File: src/rtl/svseq_pkg.sv
package svseq_pkg;

    typedef enum logic [1:0] {
        ST_IDLE = 2'd0,
        ST_RUN  = 2'd1,
        ST_FIN  = 2'd2,
        ST_HALT = 2'd3
    } seq_state_e;

    typedef struct packed {
        logic zeroing;
        logic ffirst;
        logic test;
    } seq_mode_t;

endpackage

File: src/rtl/svseq_state_reg.sv
module svseq_state_reg #(
    parameter int OFF_W   = 6,
    parameter int SV_W    = 2,
    parameter int STATE_W = 32
) (
    input  logic               clk,
    input  logic               rst_n,
    input  logic               cfg_wr,
    input  logic [STATE_W-1:0] cfg_wdata,
    input  logic               pos_wr,
    input  logic [OFF_W-1:0]   pos_i,
    input  logic [SV_W-1:0]    pos_s,
    input  logic               vl_wr,
    input  logic [OFF_W-1:0]   vl_new,
    output logic [OFF_W-1:0]   maxvl_o,
    output logic [OFF_W-1:0]   vl_o,
    output logic [SV_W-1:0]    subvl_o,
    output logic [OFF_W-1:0]   src_i_o,
    output logic [SV_W-1:0]    src_s_o,
    output logic [OFF_W-1:0]   dst_i_o,
    output logic [SV_W-1:0]    dst_s_o,
    output logic [STATE_W-1:0] word_o
);
    localparam int P_VL  = OFF_W;
    localparam int P_SRC = 2 * OFF_W;
    localparam int P_DST = 3 * OFF_W;
    localparam int P_SV  = 4 * OFF_W;
    localparam int P_SSV = 4 * OFF_W + SV_W;
    localparam int P_DSV = 4 * OFF_W + 2 * SV_W;

    logic [OFF_W-1:0] maxvl_q, vl_q, src_q, dst_q;
    logic [SV_W-1:0]  sv_q, ssv_q, dsv_q;

    logic [OFF_W-1:0] w_max, w_vl, w_src, w_vl_clamped;
    logic [SV_W-1:0]  w_sv, w_ssv;

    always_comb begin
        w_max        = cfg_wdata[0 +: OFF_W];
        w_vl         = cfg_wdata[P_VL +: OFF_W];
        w_src        = cfg_wdata[P_SRC +: OFF_W];
        w_sv         = cfg_wdata[P_SV +: SV_W];
        w_ssv        = cfg_wdata[P_SSV +: SV_W];
        w_vl_clamped = (w_vl > w_max) ? w_max : w_vl;
    end

    always_ff @(posedge clk or negedge rst_n) begin
        if (!rst_n) begin
            maxvl_q <= '1;
            vl_q    <= '0;
            src_q   <= '0;
            dst_q   <= '0;
            sv_q    <= '0;
            ssv_q   <= '0;
            dsv_q   <= '0;
        end else if (cfg_wr) begin
            maxvl_q <= w_max;
            vl_q    <= w_vl_clamped;
            src_q   <= w_src;
            dst_q   <= w_src;
            sv_q    <= w_sv;
            ssv_q   <= w_ssv;
            dsv_q   <= w_ssv;
        end else begin
            if (pos_wr) begin
                src_q <= pos_i;
                dst_q <= pos_i;
                ssv_q <= pos_s;
                dsv_q <= pos_s;
            end
            if (vl_wr) begin
                vl_q <= (vl_new > maxvl_q) ? maxvl_q : vl_new;
            end
        end
    end

    always_comb begin
        word_o                 = '0;
        word_o[0 +: OFF_W]     = maxvl_q;
        word_o[P_VL +: OFF_W]  = vl_q;
        word_o[P_SRC +: OFF_W] = src_q;
        word_o[P_DST +: OFF_W] = dst_q;
        word_o[P_SV +: SV_W]   = sv_q;
        word_o[P_SSV +: SV_W]  = ssv_q;
        word_o[P_DSV +: SV_W]  = dsv_q;
    end

    assign maxvl_o = maxvl_q;
    assign vl_o    = vl_q;
    assign subvl_o = sv_q;
    assign src_i_o = src_q;
    assign src_s_o = ssv_q;
    assign dst_i_o = dst_q;
    assign dst_s_o = dsv_q;

endmodule

File: src/rtl/svseq_pred_sel.sv
module svseq_pred_sel #(
    parameter int OFF_W = 6,
    parameter int XLEN  = 64
) (
    input  logic             clk,
    input  logic             rst_n,
    input  logic             load,
    input  logic [XLEN-1:0]  mask_in,
    input  logic [OFF_W-1:0] sel_i,
    output logic             bit_o
);
    logic [XLEN-1:0] mask_q;

    always_ff @(posedge clk or negedge rst_n) begin
        if (!rst_n) begin
            mask_q <= '0;
        end else if (load) begin
            mask_q <= mask_in;
        end
    end

    assign bit_o = mask_q[sel_i];

endmodule

File: src/rtl/svseq_index.sv
module svseq_index #(
    parameter int OFF_W = 6,
    parameter int SV_W  = 2,
    parameter int EL_W  = OFF_W + SV_W
) (
    input  logic [OFF_W-1:0] grp_i,
    input  logic [SV_W-1:0]  sv_enc,
    input  logic [SV_W-1:0]  sub_s,
    output logic [EL_W-1:0]  idx_o
);
    // i*(sv_enc+1)+s = i + s + sum over set bits k of sv_enc of (i<<k)
    logic [EL_W-1:0] part [SV_W];

    for (genvar k = 0; k < SV_W; k++) begin : g_part
        assign part[k] = sv_enc[k] ? (EL_W'(grp_i) << k) : '0;
    end

    always_comb begin
        idx_o = EL_W'(grp_i) + EL_W'(sub_s);
        for (int k = 0; k < SV_W; k++) begin
            idx_o = idx_o + part[k];
        end
    end

endmodule

File: src/rtl/svseq_fsm.sv
module svseq_fsm
    import svseq_pkg::*;
#(
    parameter int OFF_W = 6,
    parameter int SV_W  = 2
) (
    input  logic             clk,
    input  logic             rst_n,
    input  logic             start,
    input  logic             zeroing,
    input  logic             ffirst,
    input  logic             ff_test,
    input  logic             active,
    input  logic             res_trap,
    input  logic             res_zero,
    input  logic [OFF_W-1:0] cur_i,
    input  logic [SV_W-1:0]  cur_s,
    input  logic [OFF_W-1:0] vl,
    input  logic [SV_W-1:0]  subvl,
    output logic             idle,
    output logic             busy,
    output logic             mask_load,
    output logic             el_valid,
    output logic             el_wen,
    output logic             el_zwr,
    output logic             pos_wr,
    output logic [OFF_W-1:0] pos_i,
    output logic [SV_W-1:0]  pos_s,
    output logic             vl_wr,
    output logic [OFF_W-1:0] vl_new,
    output logic             done,
    output logic             trap_out,
    output logic             cut,
    output logic [OFF_W:0]   done_len
);
    localparam logic [OFF_W:0] ONE_L = (OFF_W+1)'(1);

    seq_state_e st_q, st_nxt;
    seq_mode_t  mode_q;
    logic       cut_q;
    logic [OFF_W:0] len_q;

    logic do_cut, do_complete;
    logic [OFF_W:0] fin_len;

    // state register
    always_ff @(posedge clk or negedge rst_n) begin
        if (!rst_n) begin
            st_q   <= ST_IDLE;
            mode_q <= '0;
            cut_q  <= 1'b0;
            len_q  <= '0;
        end else begin
            st_q <= st_nxt;
            if (st_q == ST_IDLE && start) begin
                mode_q <= '{zeroing: zeroing, ffirst: ffirst, test: ff_test};
            end
            if (do_cut || do_complete) begin
                cut_q <= do_cut;
                len_q <= fin_len;
            end
        end
    end

    // next state and loop position update
    always_comb begin
        st_nxt      = st_q;
        do_cut      = 1'b0;
        do_complete = 1'b0;
        pos_wr      = 1'b0;
        pos_i       = cur_i;
        pos_s       = cur_s;
        vl_wr       = 1'b0;
        vl_new      = vl;
        fin_len     = len_q;
        unique case (st_q)
            ST_IDLE: begin
                if (start) st_nxt = ST_RUN;
            end
            ST_RUN: begin
                if (active && res_trap) begin
                    if (mode_q.ffirst && cur_i != '0) do_cut = 1'b1;
                    else st_nxt = ST_HALT;
                end else if (active && mode_q.ffirst && mode_q.test && res_zero) begin
                    do_cut = 1'b1;
                end else if ((!active && !mode_q.zeroing) || cur_s >= subvl) begin
                    if (cur_i >= vl) begin
                        do_complete = 1'b1;
                    end else begin
                        pos_wr = 1'b1;
                        pos_i  = cur_i + 1'b1;
                        pos_s  = '0;
                    end
                end else begin
                    pos_wr = 1'b1;
                    pos_s  = cur_s + 1'b1;
                end
            end
            ST_FIN:  st_nxt = ST_IDLE;
            ST_HALT: st_nxt = ST_IDLE;
            default: st_nxt = ST_IDLE;
        endcase

        if (do_cut || do_complete) begin
            st_nxt = ST_FIN;
            pos_wr = 1'b1;
            pos_i  = '0;
            pos_s  = '0;
        end
        if (do_cut) begin
            vl_wr   = 1'b1;
            vl_new  = (cur_i == '0) ? '0 : cur_i - 1'b1;
            fin_len = (OFF_W+1)'(cur_i);
        end
        if (do_complete) begin
            fin_len = (OFF_W+1)'(vl) + ONE_L;
        end
    end

    // outputs
    always_comb begin
        idle      = (st_q == ST_IDLE);
        busy      = !idle;
        mask_load = idle && start;
        el_wen    = (st_q == ST_RUN) && active;
        el_zwr    = (st_q == ST_RUN) && !active && mode_q.zeroing;
        el_valid  = el_wen || el_zwr;
        done      = (st_q == ST_FIN);
        trap_out  = (st_q == ST_HALT);
        cut       = done && cut_q;
        done_len  = len_q;
    end

endmodule

File: src/rtl/svseq_top.sv
module svseq_top #(
    parameter int OFF_W   = 6,
    parameter int SV_W    = 2,
    parameter int STATE_W = 32,
    localparam int XLEN   = 1 << OFF_W,
    localparam int EL_W   = OFF_W + SV_W
) (
    input  logic               clk,
    input  logic               rst_n,
    input  logic               cfg_wr,
    input  logic [STATE_W-1:0] cfg_wdata,
    output logic [STATE_W-1:0] state_q,
    input  logic               start,
    input  logic [XLEN-1:0]    pred_mask,
    input  logic               zeroing,
    input  logic               ffirst,
    input  logic               ff_test,
    input  logic               res_trap,
    input  logic               res_zero,
    output logic               busy,
    output logic               el_valid,
    output logic               el_wen,
    output logic               el_zwr,
    output logic [EL_W-1:0]    src_el,
    output logic [EL_W-1:0]    dst_el,
    output logic               done,
    output logic               trap_out,
    output logic               cut,
    output logic [OFF_W:0]     done_len
);
    logic             idle, mask_load, active;
    logic             pos_wr, vl_wr;
    logic [OFF_W-1:0] pos_i, vl_new;
    logic [SV_W-1:0]  pos_s;
    logic [OFF_W-1:0] maxvl, vl, src_i, dst_i;
    logic [SV_W-1:0]  subvl, src_s, dst_s;

    svseq_state_reg #(.OFF_W(OFF_W), .SV_W(SV_W), .STATE_W(STATE_W)) u_state (
        .clk(clk), .rst_n(rst_n),
        .cfg_wr(cfg_wr && idle), .cfg_wdata(cfg_wdata),
        .pos_wr(pos_wr), .pos_i(pos_i), .pos_s(pos_s),
        .vl_wr(vl_wr), .vl_new(vl_new),
        .maxvl_o(maxvl), .vl_o(vl), .subvl_o(subvl),
        .src_i_o(src_i), .src_s_o(src_s), .dst_i_o(dst_i), .dst_s_o(dst_s),
        .word_o(state_q)
    );

    svseq_pred_sel #(.OFF_W(OFF_W), .XLEN(XLEN)) u_pred (
        .clk(clk), .rst_n(rst_n), .load(mask_load), .mask_in(pred_mask),
        .sel_i(src_i), .bit_o(active)
    );

    svseq_index #(.OFF_W(OFF_W), .SV_W(SV_W), .EL_W(EL_W)) u_src_idx (
        .grp_i(src_i), .sv_enc(subvl), .sub_s(src_s), .idx_o(src_el)
    );

    svseq_index #(.OFF_W(OFF_W), .SV_W(SV_W), .EL_W(EL_W)) u_dst_idx (
        .grp_i(dst_i), .sv_enc(subvl), .sub_s(dst_s), .idx_o(dst_el)
    );

    svseq_fsm #(.OFF_W(OFF_W), .SV_W(SV_W)) u_fsm (
        .clk(clk), .rst_n(rst_n), .start(start),
        .zeroing(zeroing), .ffirst(ffirst), .ff_test(ff_test),
        .active(active), .res_trap(res_trap), .res_zero(res_zero),
        .cur_i(src_i), .cur_s(src_s), .vl(vl), .subvl(subvl),
        .idle(idle), .busy(busy), .mask_load(mask_load),
        .el_valid(el_valid), .el_wen(el_wen), .el_zwr(el_zwr),
        .pos_wr(pos_wr), .pos_i(pos_i), .pos_s(pos_s),
        .vl_wr(vl_wr), .vl_new(vl_new),
        .done(done), .trap_out(trap_out), .cut(cut), .done_len(done_len)
    );

    logic unused_maxvl;
    assign unused_maxvl = ^maxvl;

endmodule

File: config.mk
export PLATFORM = sky130hd
export DESIGN_NAME = svseq_top
export DESIGN_NICKNAME = d
export VERILOG_FILES = /design/src/rtl/svseq_pkg.sv /design/src/rtl/svseq_state_reg.sv /design/src/rtl/svseq_pred_sel.sv /design/src/rtl/svseq_index.sv /design/src/rtl/svseq_fsm.sv /design/src/rtl/svseq_top.sv
export SDC_FILE = /design/constraint.sdc
export NUM_CORES = 1
export LEC_CHECK = 0
export ABC_CLOCK_PERIOD_IN_PS = 7700
export BUFFER_PORTS_ARGS = -buffer_cell sky130_fd_sc_hd__buf_4
export CORE_MARGIN = 3
export CORE_UTILIZATION = 46
export CTS_CLUSTER_DIAMETER = 120
export DETAILED_ROUTE_END_ITERATION = 12
export PLACE_DENSITY = 0.76
export SYNTH_ARGS = -nofsm -noshare
export SYNTH_HDL_FRONTEND = slang
export SYNTH_SLANG_ARGS = --single-unit
File: constraint.sdc
create_clock -name clk -period 7.7 [get_ports clk]
set_clock_uncertainty 0.1 [all_clocks]
set_input_delay 0.77 -clock clk [delete_from_list [all_inputs] [get_ports clk]]
set_output_delay 0.77 -clock clk [all_outputs]
set_load 0.02 [all_outputs]
Yosys cells after proc, flatten, opt, wreduce, memory -nomap -nowiden
Cells that the tools add are included.
Cells by class
  $add $sub $neg: 7
  $lt $le $gt $ge: 5
  eq/ne operators: 12
  mux-type cells: 49
  reductions and logical operators: 29
Operators with widths (number)
  $mux W6: 15
  $mux W2: 12
  $mux W7: 3
  $mux W1: 17
  $gt A6 B6 Y1: 2
  $logic_and A1 B1 Y1: 12
  $ne A4 B4 Y1 const B: 3
  $add A7 B8 Y8: 1
  $add A8 B7 Y8: 1
  $ne A4 B1 Y1 const B: 2
  $add A6 B1 Y7 const B: 1
  $add A6 B2 Y7: 1
  $lt A6 B7 Y1 const B: 1
  $add A6 B1 Y6 const B: 1
  $bmux W1 S6: 1
  $ge A6 B6 Y1: 1
  $logic_not A6 Y1: 1
  $pmux W2 S3: 1
  $reduce_and A6 Y1: 1
  $reduce_bool A2 Y1: 3
  $reduce_bool A6 Y1: 1
  $sub A6 B1 Y6 const B: 1
  $ne A5 B5 Y1 const B: 1
  $reduce_and A5 Y1: 1
  13 further kinds: 18
Storage, ports and cells
  register bits: 99
  bits of input ports: 105
  output and inout bits: 62
  logic and storage cells: 114

Depth between registers and ports, before layout
  depth after elaboration: 13
  depth in mapped cells: 22

Hierarchy
A second synthesis with hierarchy kept.
Unflattened totals
  cells, all modules: 706
  area total of the unflattened synthesis: 7315.8 um2
By module, submodules not included
  svseq_pred_sel: times used 1, cells each 173, area an instance 2891.5 um2, seq. area each 1601.5 um2
  svseq_state_reg: times used 1, cells each 204, area an instance 1810.5 um2, seq. area each 558.0 um2
  svseq_fsm: times used 1, cells each 169, area an instance 1361.3 um2, seq. area each 325.3 um2
  svseq_index (u_dst_idx): times used 1, cells each 80, area an instance 623.1 um2, seq. area each 0.0 um2
  svseq_index (u_src_idx): times used 1, cells each 79, area an instance 623.1 um2, seq. area each 0.0 um2
  svseq_top: times used 1, cells each 1, area an instance 6.3 um2, seq. area each 0.0 um2

Worst setup path after synthesis
No wires, ideal clock.
  path kind: flip-flop to flip-flop
  start point: register u_state.src_q[0] (netlist: u_state.src_i_o[0])
  end point: register u_state.vl_q[3] (netlist: u_state.vl_o[3])
  arrival time: 4.372 ns
  data required time: 7.465 ns
  setup slack: 3.093 ns
  stages on the path, launching flop included: 23
  clock period less this slack: 4.607 ns
  cell sequence: dfrtp_1 -> buf_6 -> buf_12 -> buf_6 -> inv_1 -> ha_1 -> a31oi_1 -> o21ai_1 -> nor4_1 -> or2_2 -> buf_4 -> buf_2 -> nor2_1 -> a21o_1 -> ha_1 -> nor2b_1 -> o21a_1 -> o21a_1 -> o21ai_0 -> a21oi_1 -> mux2_2 -> a211oi_1 -> a21oi_1
Between the ends
  word-level cells in the longest chain between the ends: 13
  elaborated cells between the ends (all ways): 22
  classes of those cells: 1 x add/sub; 1 x order compare; 12 x mux; 8 x reduce/logical
Ends and longest elaborated chain
  start, declared: RTL line svseq_state_reg.sv:31  | logic [OFF_W-1:0] maxvl_q, vl_q, src_q, dst_q;
  start signal, assigned: RTL line svseq_state_reg.sv:58  | src_q <= w_src;
  start signal, assigned: RTL line svseq_state_reg.sv:65  | src_q <= pos_i;
  $bmux W1 S6: RTL line svseq_pred_sel.sv:22  | assign bit_o = mask_q[sel_i];
  $mux W1 (not written as such): RTL line svseq_pred_sel.sv:22
  $logic_and A1 B1 Y1 (3 in a row): RTL line svseq_fsm.sv:84  | end else if (active && mode_q.ffirst && mode_q.test && res_zero) begin
  $mux W1: RTL line svseq_fsm.sv:84
  $mux W1: RTL line svseq_fsm.sv:81  | if (active && res_trap) begin
  $mux W1: RTL line svseq_fsm.sv:76  | unique case (st_q)
  $mux W6: RTL line svseq_fsm.sv:110  | if (do_cut) begin
  $gt A6 B6 Y1: RTL line svseq_state_reg.sv:71  | vl_q <= (vl_new > maxvl_q) ? maxvl_q : vl_new;
  $mux W6: RTL line svseq_state_reg.sv:71
  $mux W6: RTL line svseq_state_reg.sv:70  | if (vl_wr) begin
  $mux W6: RTL line svseq_state_reg.sv:55  | end else if (cfg_wr) begin
  end signal, assigned: RTL line svseq_state_reg.sv:57  | vl_q <= w_vl_clamped;
  end signal, assigned: RTL line svseq_state_reg.sv:71
  end, declared: RTL line svseq_state_reg.sv:31
Parallel ways exist; a longest one is shown, timed or not. The select of a mux whose other input is x is not followed.
A chain may end at the register's enable or synchronous reset.

Worst setup path in the final report
Ends and elaborated chain as after synthesis.

==> key figures <==
Setup path
  – Worst setup SP type: flip-flop
  – Worst R2R End: u_state.vl_o[3]
  – CP Depth: 17
  – Crit path buf inv count: 1
  – Flop-to-flop setup slack: 2000 ps
  – Top Family by Delay on Critical Path: compound AO/OA/AOI/OAI gates
  – Worst stage delay on the critical path: 1000 ps
  – Worst EP arrival: 5760 ps
  – Reg2reg path depth: 17
  – Worst-path fanout max: 32
  – Kind of critical path: reg -> reg
  – Critical-path top delay cell: dfrtp_2
  – Crit. End Element: flip-flop
  – Reg2reg start: u_state.src_i_o[0]
  – Worst endpoint required time: 7750 ps
  – Cells along the critical path: inv_1, ha_1, a31oi_1, o21ai_1, nor4_1, or2_2, nor2_1, a21o_1, ha_1, nor2b_1, o21a_1, o21a_1, o21ai_0, a21oi_1, mux2_2, a211oi_1, a21oi_1

Route
  – Routed metal-1 wire length: 6207 um
  – Wire length per cell: 17.88 um
  – Metal2 WL: 7559 um
  – Via density: 5.527
  – Met3 wire length: 1190 um
  – DRT iter0 DRCs: 263
  – Routed Antenna Nets: 0
  – Final WL: about 15,000 um
  – Routed vias: 4,748
  – # DRC: 0
  – TritonRoute pass-1 iters: 4
  – Highest Signal Layer: met4

Clocking
  – Hold_buf cts: 0
  – H-Tree Depth: 3
  – CTS tree: done
  – CTS Buf Count: 9
  – Post-CTS setup buffers: 0
  – Worst-case clock buffer depth: 2
  – Worst-Skew Late Latency: 350 ps
  – CTS clock-pin slew for the worst setup and hold paths: 70 ps
  – Clk root buf: clkbuf_16
  – CTS resizes: 0
  – Clock sinks: 99

Die
  – DIE AREA: 0.01485 mm2
  – Die X: around 120 um
  – CORE AREA: 0.01288 mm2
  – Std-Cell Rows: 41
  – Die Ht: 121.9 um
  – Io pins: 167
  – Starting density of the core: 47.95%

Job
  – Max-cap violations: 0

STA
  – Worst-margin pin slew: 1156 ps
  – Final setup viols: 0
  – TNS Setup: 0 ps
  – F_max: 175.3 MHz
  – Tcrit/Tclk final: 74.07%
  – Slew Viols, Final: 0
  – RSZ-0062 raised after global routing: false
  – Final hold vios: 0
  – Min cycle time layout: 5703 ps
  – Max-slew headroom: 22.96%

Global route
  – Gr ovfl total: 0
  – Largest net degree at the start of global routing: 70
  – First-pass GRT wire length: ~25,000 um
  – Vias in the first global route: 4,961
  – Total GRT Usage: 21.81%
  – Initial antenna violation count: 0

Power
  – Leak: roughly 3.5 nW
  – Cell Pwr Density: 532.5 mW/mm2
  – Total power: 4.037 mW
  – IR drop worst, VDD: 0.0002311 V

Cells and area
  – Layout cells sized above 1: about 40%
  – Antenna cells: 0
  – Layout area overhead: 22.78%
  – NumNets Final: 824
  – FILL cells: 1,106

Synth
  – Synth Register Bits: 99
  – Post-synth EDFFs: 0
  – Syn Area/Cell: 11.03 um2
  – Synth Flop Type: dfrtp_1
  – FFs w/ async S/R, synth: 100.0%
  – Sequential share of the synthesized area: 40.24%
  – Yosys cell types: 63
  – Total of warnings raised by yosys: 0
  – Mapped cell area: 0.006175 mm2
  – Synthesized netlist cell count: 560

Status
  – Status: completed

Place
  – Routability cong.: 0.8441
  – IO Port Bufs: 154
  – DP Wirelength: approximately 12,000 um

Min path
  – Type of the worst min-delay path: in -> async
[flip-flops by register name (all words and copies together), names as in the netlist]
name and flops:
u_fsm.done_len 7, u_state.subvl_o 2, u_fsm.cut_q 1, u_state.maxvl_o 6
u_state.src_s_o 2, u_fsm.mode_q 3, u_fsm.st_q 2, u_pred.mask_q 64
u_state.src_i_o 6, u_state.vl_o 6
[worst max-delay path by stage]
stage / start / to / slack (ps)
finish: u_state.src_i_o[0] / u_state.vl_o[3] / 2000
CTS: u_state.src_i_o[0] / u_state.vl_o[3] / 2010
floorplan: u_state.src_i_o[0] / u_state.vl_o[3] / 3090
global route: u_state.src_i_o[0] / u_state.vl_o[3] / 1550
detailed placement: u_state.src_i_o[0] / u_state.vl_o[3] / 2100
global placement: u_state.src_i_o[0] / u_state.vl_o[3] / 2230
[per-layer routing]
metal  vias up  GRT usage (%)
met5         -              0
met2       150          36.57
met1      2334          26.65
met4         0          9.104
li1       2235              -
met3        29          5.896
[layout make-up]
class                      instances  area, um2  area share, %
clock inverter                     6      63.81         0.8417
sequential                        99       2486          32.79
timing repair buffer             157       1179          15.55
multi-input combinational        385       3286          43.34
clock buffer                      10      239.0          3.152
inverter                          30      112.6          1.485
tap                              172      215.2          2.839
[report_power, final]
group / switching [mW] / leakage [nW] / total (mW) / internal (mW)
Clock: 0.202 / 0.145 / 0.463 / 0.261
Sequential: 0.275 / 1.17 / 1.07 / 0.794
Combinational: 1.31 / 2.22 / 2.50 / 1.19
Total: 1.79 / 3.54 / 4.04 / 2.25
[cells in the mapped netlist (3+ instances only)]
cell type | n | area share (%)
a211oi_1 | 6 | 0.73
a21o_1 | 7 | 0.85
a21oi_1 | 17 | 1.4
a221o_1 | 5 | 0.81
a22oi_1 | 4 | 0.49
a31oi_1 | 3 | 0.30
and2_1 | 15 | 1.5
and3_1 | 8 | 0.81
buf_1 | 8 | 0.49
buf_2 | 5 | 0.41
buf_4 | 20 | 2.4
buf_6 | 3 | 0.55
clkbuf_1 | 10 | 0.61
dfrtp_1 | 93 | 38
dfstp_2 | 6 | 2.6
fa_1 | 7 | 2.3
ha_1 | 30 | 6.1
inv_1 | 29 | 1.8
mux2_2 | 70 | 13
mux2i_1 | 18 | 2.9
mux4_2 | 10 | 3.6
nand2_1 | 30 | 1.8
nand2b_1 | 5 | 0.51
nand3_1 | 5 | 0.41
nor2_1 | 34 | 2.1
nor2b_1 | 7 | 0.71
nor3_1 | 6 | 0.49
nor4_1 | 7 | 0.71
o21a_1 | 6 | 0.73
o21ai_0 | 19 | 1.5
o21bai_1 | 4 | 0.49
o22a_1 | 3 | 0.43
o22ai_1 | 4 | 0.41
or2_2 | 3 | 0.30
xnor2_1 | 9 | 1.3
xor2_1 | 3 | 0.43
[logic make-up after synthesis]
group | share of synthesized area [%]
xor gates and xnor gates | 1.702
DFF | 40.24
and+or+nand+nor | 11.61
other | 0.06073
buffers and inverters | 6.626
muxes | 20.85
AOI/OAI and AO/OA | 10.56
adders and majority gates | 8.348
[cell usage in the layout, fill, tap and decap left out, types with 7 or more instances in the layout]
master     count
inv_1         29
mux4_2        10
fa_1           7
and3_1         8
nand2_1       30
nor4_1         7
a21oi_1       17
clkbuf_16      9
ha_1          30
buf_4        157
xnor2_1        9
mux2_2        70
a21o_1         7
o21ai_0       19
nor2b_1        7
dfrtp_1       92
mux2i_1       18
and2_1        14
nor2_1        34
[metrics by stage]
| step | setup slack, ps | instances | instance area (um2) | hold slack, ps | util [%] |
|---|---|---|---|---|---|
| global route | 1555 | 859 | 7581 | 267.3 | 58.88 |
| finish | 1997 | 859 | 7581 | 253.9 | 58.88 |
| CTS | 2007 | 859 | 7581 | 251.6 | 58.88 |
| global placement | 2227 | 843 | 7278 | 371.8 | 56.53 |
| detailed placement | 2100 | 843 | 7278 | 371.7 | 56.53 |
| floorplan | 3093 | 561 | 6178 | 352.1 | - |
No activity file was read; power rests on OpenSTA's default activity.
